[src/rtl/rstcause_pkg.sv]
package rstcause_pkg;

    localparam int DATA_W    = 32;
    localparam int NUM_SRC   = 7;
    localparam int BIT_EN    = 0;
    localparam int BIT_RDY   = 1;
    localparam int BIT_CLR   = 2;
    localparam int BIT_FLAG0 = 8;

    typedef enum logic [2:0] {
        SRC_PIN   = 3'd0,
        SRC_BOR   = 3'd1,
        SRC_SW    = 3'd2,
        SRC_IWDG  = 3'd3,
        SRC_WWDG  = 3'd4,
        SRC_LPWR  = 3'd5,
        SRC_OPTLD = 3'd6
    } rst_src_e;

    typedef enum logic [1:0] {
        OSC_OFF   = 2'd0,
        OSC_START = 2'd1,
        OSC_READY = 2'd2,
        OSC_STOP  = 2'd3
    } osc_state_e;

    typedef struct packed {
        logic               en;
        logic               rdy;
        logic [NUM_SRC-1:0] flags;
    } csr_view_t;

    function automatic logic [DATA_W-1:0] pack_csr(input csr_view_t v);
        logic [DATA_W-1:0] w;
        w = '0;
        w[BIT_EN]  = v.en;
        w[BIT_RDY] = v.rdy;
        w[BIT_FLAG0 +: NUM_SRC] = v.flags;
        return w;
    endfunction

endpackage

[src/rtl/rstcause_flags.sv]
module rstcause_flags #(
    parameter int N = 7
) (
    input  logic         clk,
    input  logic         por,
    input  logic [N-1:0] evt,
    input  logic         clr,
    output logic [N-1:0] flags
);
    for (genvar i = 0; i < N; i++) begin : g_flag
        always_ff @(posedge clk) begin
            if (por)
                flags[i] <= 1'b0;
            else if (evt[i])
                flags[i] <= 1'b1;
            else if (clr)
                flags[i] <= 1'b0;
        end
    end
endmodule

[src/rtl/osc_ready_seq.sv]
module osc_ready_seq
    import rstcause_pkg::*;
#(
    parameter int START_TICKS = 3,
    parameter int STOP_TICKS  = 3
) (
    input  logic clk,
    input  logic rst,
    input  logic por,
    input  logic req,
    input  logic tick,
    output logic ready
);
    localparam int MAXT  = (START_TICKS > STOP_TICKS) ? START_TICKS : STOP_TICKS;
    localparam int CNT_W = $clog2(MAXT + 1);
    localparam logic [CNT_W-1:0] START_LAST = CNT_W'(START_TICKS - 1);
    localparam logic [CNT_W-1:0] STOP_LAST  = CNT_W'(STOP_TICKS - 1);

    osc_state_e       state_q;
    logic [CNT_W-1:0] cnt_q;

    always_ff @(posedge clk) begin
        if (rst || por) begin
            state_q <= OSC_OFF;
            cnt_q   <= '0;
        end else begin
            unique case (state_q)
                OSC_OFF: begin
                    cnt_q <= '0;
                    if (req) state_q <= OSC_START;
                end
                OSC_START: begin
                    if (!req) begin
                        state_q <= OSC_OFF;
                        cnt_q   <= '0;
                    end else if (tick) begin
                        if (cnt_q == START_LAST) begin
                            state_q <= OSC_READY;
                            cnt_q   <= '0;
                        end else begin
                            cnt_q <= cnt_q + 1'b1;
                        end
                    end
                end
                OSC_READY: begin
                    cnt_q <= '0;
                    if (!req) state_q <= OSC_STOP;
                end
                OSC_STOP: begin
                    if (req) begin
                        state_q <= OSC_READY;
                        cnt_q   <= '0;
                    end else if (tick) begin
                        if (cnt_q == STOP_LAST) begin
                            state_q <= OSC_OFF;
                            cnt_q   <= '0;
                        end else begin
                            cnt_q <= cnt_q + 1'b1;
                        end
                    end
                end
                default: state_q <= OSC_OFF;
            endcase
        end
    end

    assign ready = (state_q == OSC_READY) || (state_q == OSC_STOP);
endmodule

[src/rtl/csr_regif.sv]
module csr_regif
    import rstcause_pkg::*;
#(
    parameter int              ADDR_W   = 8,
    parameter logic [ADDR_W-1:0] REG_ADDR = '0
) (
    input  logic              clk,
    input  logic              rst,
    input  logic              por,
    input  logic              wr_en,
    input  logic [ADDR_W-1:0] wr_addr,
    input  logic [DATA_W-1:0] wr_data,
    input  logic              rd_en,
    input  logic [ADDR_W-1:0] rd_addr,
    input  csr_view_t         hw_view,
    output logic [DATA_W-1:0] rd_data,
    output logic              sw_en,
    output logic              clr_cmd
);
    logic wr_hit;
    logic rd_hit;

    assign wr_hit  = wr_en && (wr_addr == REG_ADDR);
    assign rd_hit  = rd_en && (rd_addr == REG_ADDR);
    assign clr_cmd = wr_hit && wr_data[BIT_CLR];

    always_ff @(posedge clk) begin
        if (rst || por)
            sw_en <= 1'b0;
        else if (wr_hit)
            sw_en <= wr_data[BIT_EN];
    end

    always_ff @(posedge clk) begin
        if (por)
            rd_data <= '0;
        else if (rd_hit)
            rd_data <= pack_csr(hw_view);
        else
            rd_data <= '0;
    end
endmodule

[src/rtl/rstcause_osc_csr.sv]
module rstcause_osc_csr
    import rstcause_pkg::*;
#(
    parameter int                ADDR_W      = 8,
    parameter logic [ADDR_W-1:0] REG_ADDR    = 8'h10,
    parameter int                START_TICKS = 3,
    parameter int                STOP_TICKS  = 3
) (
    input  logic              clk,
    input  logic              rst,
    input  logic              por,
    input  logic [6:0]        rst_evt,
    input  logic              css_req,
    input  logic              iwdg_req,
    input  logic              rtc_req,
    input  logic              osc_tick,
    input  logic              wr_en,
    input  logic [ADDR_W-1:0] wr_addr,
    input  logic [31:0]       wr_data,
    input  logic              rd_en,
    input  logic [ADDR_W-1:0] rd_addr,
    output logic [31:0]       rd_data,
    output logic              osc_on,
    output logic              osc_rdy
);
    logic               sw_en;
    logic               clr_cmd;
    logic [NUM_SRC-1:0] flags_q;
    csr_view_t          view;

    rstcause_flags #(.N(NUM_SRC)) u_flags (
        .clk   (clk),
        .por   (por),
        .evt   (rst_evt),
        .clr   (clr_cmd),
        .flags (flags_q)
    );

    assign osc_on = sw_en | css_req | iwdg_req | rtc_req;

    osc_ready_seq #(
        .START_TICKS (START_TICKS),
        .STOP_TICKS  (STOP_TICKS)
    ) u_seq (
        .clk   (clk),
        .rst   (rst),
        .por   (por),
        .req   (osc_on),
        .tick  (osc_tick),
        .ready (osc_rdy)
    );

    always_comb begin
        view.en    = sw_en;
        view.rdy   = osc_rdy;
        view.flags = flags_q;
    end

    csr_regif #(.ADDR_W(ADDR_W), .REG_ADDR(REG_ADDR)) u_regif (
        .clk     (clk),
        .rst     (rst),
        .por     (por),
        .wr_en   (wr_en),
        .wr_addr (wr_addr),
        .wr_data (wr_data),
        .rd_en   (rd_en),
        .rd_addr (rd_addr),
        .hw_view (view),
        .rd_data (rd_data),
        .sw_en   (sw_en),
        .clr_cmd (clr_cmd)
    );
endmodule

[config.mk]
export PLATFORM = sky130hd
export DESIGN_NAME = rstcause_osc_csr
export DESIGN_NICKNAME = d
export VERILOG_FILES = /design/src/rtl/rstcause_pkg.sv /design/src/rtl/rstcause_flags.sv /design/src/rtl/osc_ready_seq.sv /design/src/rtl/csr_regif.sv /design/src/rtl/rstcause_osc_csr.sv
export SDC_FILE = /design/constraint.sdc
export NUM_CORES = 1
export LEC_CHECK = 0
export BUFFER_PORTS_ARGS = -buffer_cell sky130_fd_sc_hd__buf_2
export CAP_MARGIN = 20
export CORE_ASPECT_RATIO = 0.7
export CORE_MARGIN = 2
export CORE_UTILIZATION = 34
export CTS_BUF_LIST = sky130_fd_sc_hd__clkbuf_4 sky130_fd_sc_hd__clkbuf_8
export DETAILED_ROUTE_END_ITERATION = 6
export GPL_ROUTABILITY_DRIVEN = 1
export PLACE_DENSITY = 0.83
export RECOVER_POWER = 50
export REMOVE_ABC_BUFFERS = 1
export SLEW_MARGIN = 20
export SYNTH_ARGS = -nofsm -noshare
export SYNTH_HDL_FRONTEND = slang
export SYNTH_SLANG_ARGS = --single-unit
[constraint.sdc]
create_clock -name clk -period 1.36 [get_ports clk]
set_clock_uncertainty 0.05 [all_clocks]
set_input_delay 0.068 -clock clk [delete_from_list [all_inputs] [get_ports clk]]
set_output_delay 0.068 -clock clk [all_outputs]
set_load 0.02 [all_outputs]
Yosys cells after proc, flatten, opt, wreduce, memory -nomap -nowiden
Index checks and enable logic that the tools add are counted.
Cells by class
  $add $sub $neg: 1
  multipliers: 0
  divide/modulo/power cells: 0
  magnitude comparators: 0
  equality and inequality tests: 12
  shift-type cells: 0
  multiplexer cells: 22
  bitwise gates (word level): 4
  reduce and logical (&&, ||, !) cells: 16
Operators with widths (number)
  two-way mux 2 bit: 12
  equality test 8 x 5 -> 1 bit (second input constant): 2
  nonzero test 2 bit: 7
  two-way mux 1 bit: 8
  case mux 2 bit (4 select lines): 1
  equality test 2 bit (second input constant): 3
  != test 3 bit (second input constant): 2
  case mux 2 bit (3 select lines): 1
  AND reduction 6 bit: 1
  OR reduction 2 bit: 2
  logical AND 1 bit: 3
  != test 3 x 1 -> 1 bit (second input constant): 1
  != test 3 x 2 -> 1 bit (second input constant): 1
  bitwise OR 1 bit: 3
  adder 2 x 1 -> 2 bit (second input constant): 1
  equality test 2 x 1 -> 1 bit (second input constant): 1
  logical NOT 2 bit: 1
  logical OR 1 bit: 2
  != test 2 x 1 -> 1 bit (second input constant): 1
  != test 2 bit (second input constant): 1
  inverter 1 bit: 1
Word-level totals
  register bits: 44
  latch bits: 0
  bits in writable memories: 0
  ROM bits: 0
  input bits: 64
  output and inout port bits: 34
  logic and storage cells: 67
  memories kept: 0

Depth between registers and ports, before layout
Gate-level depths: netlist (run 1).
  word-level depth: 5
  mapped depth: 4
  gate-level depth less buffers: 3

By module
From an unflattened synthesis (run 1), not the netlist that was laid out.
Second synthesis, totals
  cells, all modules: 102
  area total of the unflattened synthesis: 972.2 sq um
By module, submodules not included
  csr_regif: times used 1, cells each 55, area each 526.8 sq um, sequential area each 200.2 sq um
  rstcause_flags: times used 1, cells each 28, area each 245.2 sq um, sequential area each 140.1 sq um
  osc_ready_seq: times used 1, cells each 18, area each 192.7 sq um, sequential area each 80.1 sq um
  rstcause_osc_csr: times used 1, cells each 1, area each 7.5 sq um, sequential area each 0.0 sq um

Worst setup path before layout (run 1)
OpenSTA, ideal clock, no wires.
  kind: reg2reg
  start point: register u_regif.sw_en
  end point: register u_seq.state_q[0]
  setup time: 0.116 ns
  arrival time: 1.245 ns
  data required time: 1.194 ns
  path slack: -0.050 ns
  cell stages (with the launch flop): 4
  buffers on the path: 0
  period minus slack after synthesis: 1.410 ns
  path through: dfxtp_1 -> or4_4 -> xnor2_2 -> and3b_1
Between the ends
  word-level cells in the longest chain between the ends: 5
  elaborated cells between the ends (all ways): 13
  those cells by class: eq/ne: 6; mux: 3; bitwise: 3; reduce/logical: 1
RTL lines
  start, declared: line csr_regif.sv:17  | output logic sw_en,
  start signal, assigned: line csr_regif.sv:31  | sw_en <= wr_data[BIT_EN];
  bitwise OR 1 bit * (3 in series): line rstcause_osc_csr.sv:39  | assign osc_on = sw_en | css_req | iwdg_req | rtc_req;
  named net osc_on: line rstcause_osc_csr.sv:23  | output logic osc_on,
  != test 3 x 1 -> 1 bit (no source line) (tied with other cells)
  AND reduction 6 bit (no source line) or case mux 2 bit (4 select lines) (tied branches)
  end signal, assigned: line osc_ready_seq.sv:51  | state_q <= OSC_READY;
  end signal, assigned: line osc_ready_seq.sv:55  | state_q <= OSC_OFF;
  end signal, assigned: line osc_ready_seq.sv:62  | default: state_q <= OSC_OFF;
  end, declared: line osc_ready_seq.sv:19  | osc_state_e state_q;
The timed path passes the listed nets; every way through them passes the cells marked *.
A chain may end at the register's enable or synchronous reset.

Worst setup path in the final report (run 1)
  start point: register u_regif.sw_en
  end point: output port osc_on
Between the ends
  word-level cells in the longest chain between the ends: 3
RTL lines (line)
  bitwise OR 1 bit (3 in series): rstcause_osc_csr.sv:39
  end, declared: rstcause_osc_csr.sv:23
No other way between the ends.

==> summary.md, run 1 <==
| Metric | Value |
|---|---|
| Crit path from | u_regif.sw_en$_SDFFE_PP0P_ |
| P_sw | 0.000319 W |
| VDD IR max | ~0.56 mV |
| Via density per instance | 4.19 |
| Dpl hpwl | ~1500 um |
| Final Util | 46.4% |
| Worst Path Max Fanout | 3 |
| DR vias | about 810 |
| Critical path's largest stage delay | 0.46 ns |
| Largest net degree at the start of global routing | 13 |
| Arr. time, crit path | 1.19 ns |
| Syn Inst Count | 106 |
| Status | finished, final reports clean |
| WHS | 0.00716 ns |
| Placed Area | about 1200 sq um |
| Comb power frac | 14.9% |
| Internal | approximately 0.00094 W |
| Wirelength per Cell | 10.6 um |
| Ant diodes | 0 |
| Worst Setup End Kind | output port |
| Drt pass-1 iters | 4 |
| Sink Count | 21 |
| Worst-path cell chain | or4_4 > buf_6 |
| Starting Density | 36.2% |
| Post-synth cell types | 29 |
| Critical R2R Launch | u_regif.sw_en$_SDFFE_PP0P_ |
| Clk network pwr share | 34.0% |
| Final Cycle Share | 96.0% |
| Reg clk slew, reported paths | 0.08 ns |
| CTS max path bufs | 2 |
| Root buf cell | clkbuf_8 |
| Share of post-route cells with drive strength above 1 | 33.5% |
| Initial antenna violation count | 0 |
| Peak Freq | 766 MHz |
| Die width | 69.8 um |
| YS warnings | 0 |
| DRT Wirelength | between 2000 and 2500 um |
| Slew Limit Fails | 0 |
| Post-place setup slack | -0.0373 ns |
| Vias in the first global route | ~700 |
| CP Buf/Inv Count | 1 |
| Number of buffers created by CTS | 3 |
| Die height | 50.0 um |
| Net Sw Frac | 25.4% |
| Crit path max-delay family | simple AND/OR/NAND/NOR gates |
| PwrDens | 952 nW/um^2 |
| CTS tree | done |
| Antenna Nets Post-Route | 0 |
| Worst reg2reg path endpoint | u_seq.state_q[0]$_SDFFE_PP0P_ |
| Crit. path cell count | 2 |
| First-pass GRT wire length | 3150 um |
| Total grt overflow | 0 |
| CP max-delay cell | or4_4 |
| Hold Startpoint | rst_evt[3] |
| Full die area | 3490 sq um |
| Final layout net count | 223 |
| Synth Cell Area | roughly 1000 sq um |
| GPL Wtd Cong | 0.714 |
| RSZ-0062 raised after global routing | false |
| Tmin final | 1.31 ns |
| Max H-tree Level | 1 |
| Layout Cell Area excl Fill | ~1300 sq um |
| Sequential share of power | 51.1% |
| Synth-to-Final Area Change | 28.2% |
| Max-cap violations | 0 |
| Worst min path class | input pin to register |
| Syn avg cell area | 9.71 sq um |
| Core Area | 2840 sq um |
| Post-synthesis sequential area ratio | between 40% and 50% |
| Reg2Reg Setup Slack | about 0.06 ns |
| GRT Util Overall | 11.7% |
| Setup Crit Path Kind | register to output port |
| Kind of start point of the critical path | register |
| Endpoint of the worst hold path | u_flags.flags[3]$_SDFFE_PP0P_ |
| WHS Path Cells | 3 |
| # DRC | 0 |
| Most common cell after layout, fill and taps aside | buf_2 |
| Register bit total from synthesis | 21 |
| # port buffers | 44 |
| Setup ws final | 0.0543 ns |
| Most frequent cells in the layout | buf_2 (34), conb_1 (23), dfxtp_1 (21) |
| Required time of the critical path | 1.24 ns |
| 1st-iter DRT viols | 22 |
| R2R depth | 3 |
| Final setup vio count | 0 |
| IO Count | 98 |
| # rows | 16 |
| Number of hold violations in the final report | 0 |
| LEAKAGE | 0.625 nW |
| Clk_lat worst skew | 0.26 ns |
| Number of post-CTS setup repair buffers | 0 |
[worst reg2reg max path: cells and delay by family, from the launching register on]
kind	cells	cell delay (ns)
and+or+nand+nor	2	0.65
DFF	1	0.32
xor gates and xnor gates	1	0.19
[Yosys cell counts]
cell type,number,area (sq um)
inv_1,7,26.3
and4b_1,1,10.0
buf_2,2,10.0
or2_1,1,6.26
buf_4,24,180
and2_2,1,7.51
or3_1,1,6.26
nand4bb_1,1,11.3
xnor2_2,1,16.3
o31ai_2,7,87.6
o21ai_0,2,10.0
o311a_1,1,10.0
nand4b_1,1,8.76
nor4_1,3,18.8
nor4b_1,1,8.76
conb_1,1,3.75
a21oi_1,7,35.0
or4_4,1,11.3
dfxtp_1,21,420
and2_1,8,50.1
nor3b_1,1,7.51
mux2i_1,1,10.0
and3b_1,2,17.5
nor3_1,2,10.0
or4b_1,1,10.0
nor2_1,1,3.75
clkbuf_1,3,11.3
nor2b_1,2,12.5
a31o_1,1,8.76
[final cells by class]
cell class                 count  area [sq um]
sequential                    21           420
fill                         285          1520
clock buffer                   4          48.8
multi-input combinational     71           464
tap                           36          45.0
inverter                       7          26.3
timing repair buffer          55           315
[stage by stage]
stage,total power (W),setup TNS [ns],instances
finish,0.00126,0,194
global route,0.00131,0,194
CTS,0.00126,0,194
detailed placement,0.000823,-0.0776,183
global placement,0.000820,-0.0303,183
floorplan,0.000756,-0.109,99
[how the worst max path moves through the flow]
stage	end
2_1_floorplan	u_seq.state_q[0]$_SDFFE_PP0P_
3_3_place_gp	u_seq.state_q[0]$_SDFFE_PP0P_
3_5_place_dp	u_seq.state_q[0]$_SDFFE_PP0P_
4_1_cts	osc_on
5_1_grt	u_seq.state_q[0]$_SDFFE_PP0P_
6_report	osc_on
[metal layers]
metal | vias up | part of all wire (%) | track usage [%]
met5 | - | 0 | 0
met4 | 0 | 1.5 | 4.81
met3 | 4 | 8.2 | 2.66
met2 | 43 | 45 | 20.2
met1 | 348 | 45 | 14.2
li1 | 417 | - | -
[state kept, by name, indices dropped and copies added (netlist names), named ones only]
register         flops
u_regif.rd_data      9
u_seq.state_q        1
u_seq.cnt_q          2
u_regif.sw_en        1
u_flags.flags        7
[what timing repair did]
item,4_1_cts,5_1_grt
hold buffers,7,0
gates resized for setup,2,0
endpoints found under the setup margin,4,0
hold endpoints to repair,9,0
[kinds of logic (layout without fill, tap and decap cells)]
family	count (synthesis)	in the layout	share of synthesized area, %
other cells	1	23	0.364
mux	1	1	0.972
buf+inv	36	66	22.1
compound gates	18	18	14.7
xor+xnor	1	1	1.58
simple gates	28	28	19.4
flops	21	21	40.8
[power by group through the flow]
| stage | clock network [W] | registers [W] | logic (W) |
|---|---|---|---|
| global placement | 0 | 0.000656 | 0.000164 |
| global route | 0.000463 | 0.000644 | 0.000202 |
| floorplan | 0 | 0.000654 | 0.000102 |
| detailed placement | 0 | 0.000657 | 0.000167 |
| CTS | 0.000436 | 0.000642 | 0.000184 |
| finish | 0.000427 | 0.000642 | 0.000187 |
Note: power is estimated with default switching activity, not from simulation.
==> run 2, diff against run 1 <==
--- a/config.mk
+++ b/config.mk
@@ -15,8 +15,7 @@
 export GPL_ROUTABILITY_DRIVEN = 1
 export PLACE_DENSITY = 0.83
 export RECOVER_POWER = 50
-export REMOVE_ABC_BUFFERS = 1
-export SLEW_MARGIN = 20
+export SLEW_MARGIN = 40
 export SYNTH_ARGS = -nofsm -noshare
 export SYNTH_HDL_FRONTEND = slang
 export SYNTH_SLANG_ARGS = --single-unit
==> run 2 against run 1 <==
Against the previous run:
- the flow now finishes with violations (negative hold slack)
- critical path depth is 1 higher
- design area down 2.0%
- register-to-register slack got worse by 0.06 ns
- largest cell class unchanged
==> summary.md, run 2 (synthesis gave the netlist of run 1 again) <==
| Metric | Value |
|---|---|
| Peak Freq | 737 MHz |
| Ant diodes | 0 |
| Die width | around 70 um |
| Slew Limit Fails | 0 |
| Largest net degree at the start of global routing | 13 |
| VDD IR max | 0.456 mV |
| Status | complete, but fails checks |
| Met3 Use GR | ~3.7% |
| DR vias | 816 |
| LEAKAGE | 0.614 nW |
| GPL Wtd Cong | 0.665 |
| Worst min path class | input pin to register |
| Vias in the first global route | 758 |
| Worst-path cell chain | or4_4 > xnor2_2 > nor4_1 |
| Most flops, register | u_regif.rd_data |
| Most common cell after layout, fill and taps aside | buf_2 |
| # DRC | 0 |
| Max H-tree Level | 1 |
| Clk_lat worst skew | 0.26 ns |
| Via density per instance | ~4.3 |
| CTS tree | done |
| 1st-iter DRT viols | 18 |
| Final layout net count | 221 |
| Die height | 50.0 um |
| Worst Setup End Kind | register |
| Top flop regs | u_regif.rd_data (9), u_flags.flags (7), u_seq.cnt_q (2) |
| Number of buffers created by CTS | 3 |
| Final Cycle Share | 99.8% |
| Arr. time, crit path | 1.47 ns |
| Number of post-CTS setup repair buffers | 0 |
| Kind of start point of the critical path | register |
| Final setup vio count | 0 |
| Worst Path Max Fanout | 3 |
| Sink Count | 21 |
| Wirelength per Cell | 10.7 um |
| Met2 Track Usage GR | 23.7% |
| First-pass GRT wire length | 3140 um |
| Initial antenna violation count | 0 |
| Fillcell total | 271 |
| Reg2Reg Setup Slack | roughly 0.0033 ns |
| Dpl hpwl | about 1600 um |
| Starting Density | 36.2% |
| IO Count | 98 |
| Inst Count DP | 182 |
| Root buf cell | clkbuf_8 |
| # rows | 16 |
| Required time of the critical path | around 1.5 ns |
| Synth-to-Final Area Change | 25.6% |
| CP max-delay cell | or4_4 |
| Tmin final | 1.36 ns |
| Total grt overflow | 0 |
| CTS max path bufs | 2 |
| Drt pass-1 iters | 4 |
| Most frequent cells in the layout | buf_2 (35), conb_1 (23), dfxtp_1 (21) |
| Antenna Nets Post-Route | 0 |
| Full die area | 3490 sq um |
| Layout Cells excl Fill | between 150 and 200 |
| RSZ-0062 raised after global routing | true |
| Tot Pwr | 0.00123 W |
| Critical path's largest stage delay | 0.45 ns |
| GRT busiest layer | met2 |
| Reg clk slew, reported paths | around 0.07 ns |
| Core Area | 2840 sq um |
| Met1 GRT Util | 10.9% |
| GRT Util Overall | 11.5% |
| Setup Crit Path Kind | register to register |
| Number of hold violations in the final report | 1 |
| DRT Wirelength | just over 2000 um |
| Max FFs per register | 9 |
| PwrDens | between 900 and 1000 nW/um^2 |
| WHS | -0.00286 ns |
| Failing checks | negative hold slack |
| Max-cap violations | 0 |
| # port buffers | 44 |
| Share of post-route cells with drive strength above 1 | 33.3% |
run 2: changes by cell type in the layout (fill, tap and decap cells not counted):
cell           change
buf_2              +1
buf_4              -1
and2_1             +3
clkbuf_4           -1
buf_6              -1
clkinv_2           +1
dlygate4sd3_1      -1
and2_0             -3
run 2: layout make-up:
type / count / area [sq um] / area share [%]
clock buffer: 3 / 41.3 / 3.19
clock inverter: 1 / 5.00 / 0.387
inverter: 7 / 26.3 / 2.03
multi-input combinational: 71 / 464 / 35.9
sequential: 21 / 420 / 32.5
tap: 36 / 45.0 / 3.48
timing repair buffer: 53 / 292 / 22.5
run 2: worst max-delay path: cells and delay by family, from the launching register on:
kind	cells	cell delay (ns)
xor gates and xnor gates	1	0.16
DFF	1	0.34
and+or+nand+nor	2	0.70
run 2: per-stage QoR:
step	TNS (ns)	setup WS, ns	hold slack (ns)	util (%)	instance area, sq um
2_1_floorplan	0	0.0648	0.0948	-	1110
3_5_place_dp	0	0.0197	0.239	42.2	1200
3_3_place_gp	0	0.0299	0.240	42.2	1200
4_1_cts	0	0.0141	0.00137	45.9	1310
6_report	0	0.00334	-0.00286	45.5	1290
5_1_grt	-0.138	-0.0599	0.00232	45.5	1290
run 2: repair_timing:
item                                    in CTS  in global routing
endpoints found under the setup margin       0                  4
hold buffers                                 6                  0
resized for setup                            0                  0
hold endpoints to repair                     8                  0
run 2: per-layer routing:
layer	routed length (um)	part of all wire, %	vias up
li1	-	-	411
met4	15	0.73	0
met5	0	0	-
met2	1120	54	45
met1	732	36	358
met3	194	9.4	2
run 2: power by group:
part / switching (W) / total (W) / leakage, nW / internal (W)
Combinational: 0.000109 / 0.000183 / 0.417 / 0.0000740
Clock: 0.000204 / 0.000408 / 0.0255 / 0.000204
Sequential: 0.0000109 / 0.000643 / 0.172 / 0.000632
run 2: final timing paths:
| kind | endpoint | cells after the start | from |
|---|---|---|---|
| max | u_seq.cnt_q[0]$_SDFF_PP0_ | 3 | u_regif.sw_en$_SDFFE_PP0P_ |
| min | u_flags.flags[3]$_SDFFE_PP0P_ | 3 | rst_evt[3] |
| max reg2reg | u_seq.cnt_q[0]$_SDFF_PP0_ | 3 | u_regif.sw_en$_SDFFE_PP0P_ |
| min reg2reg | u_flags.flags[2]$_SDFFE_PP0P_ | 2 | u_flags.flags[2]$_SDFFE_PP0P_ |
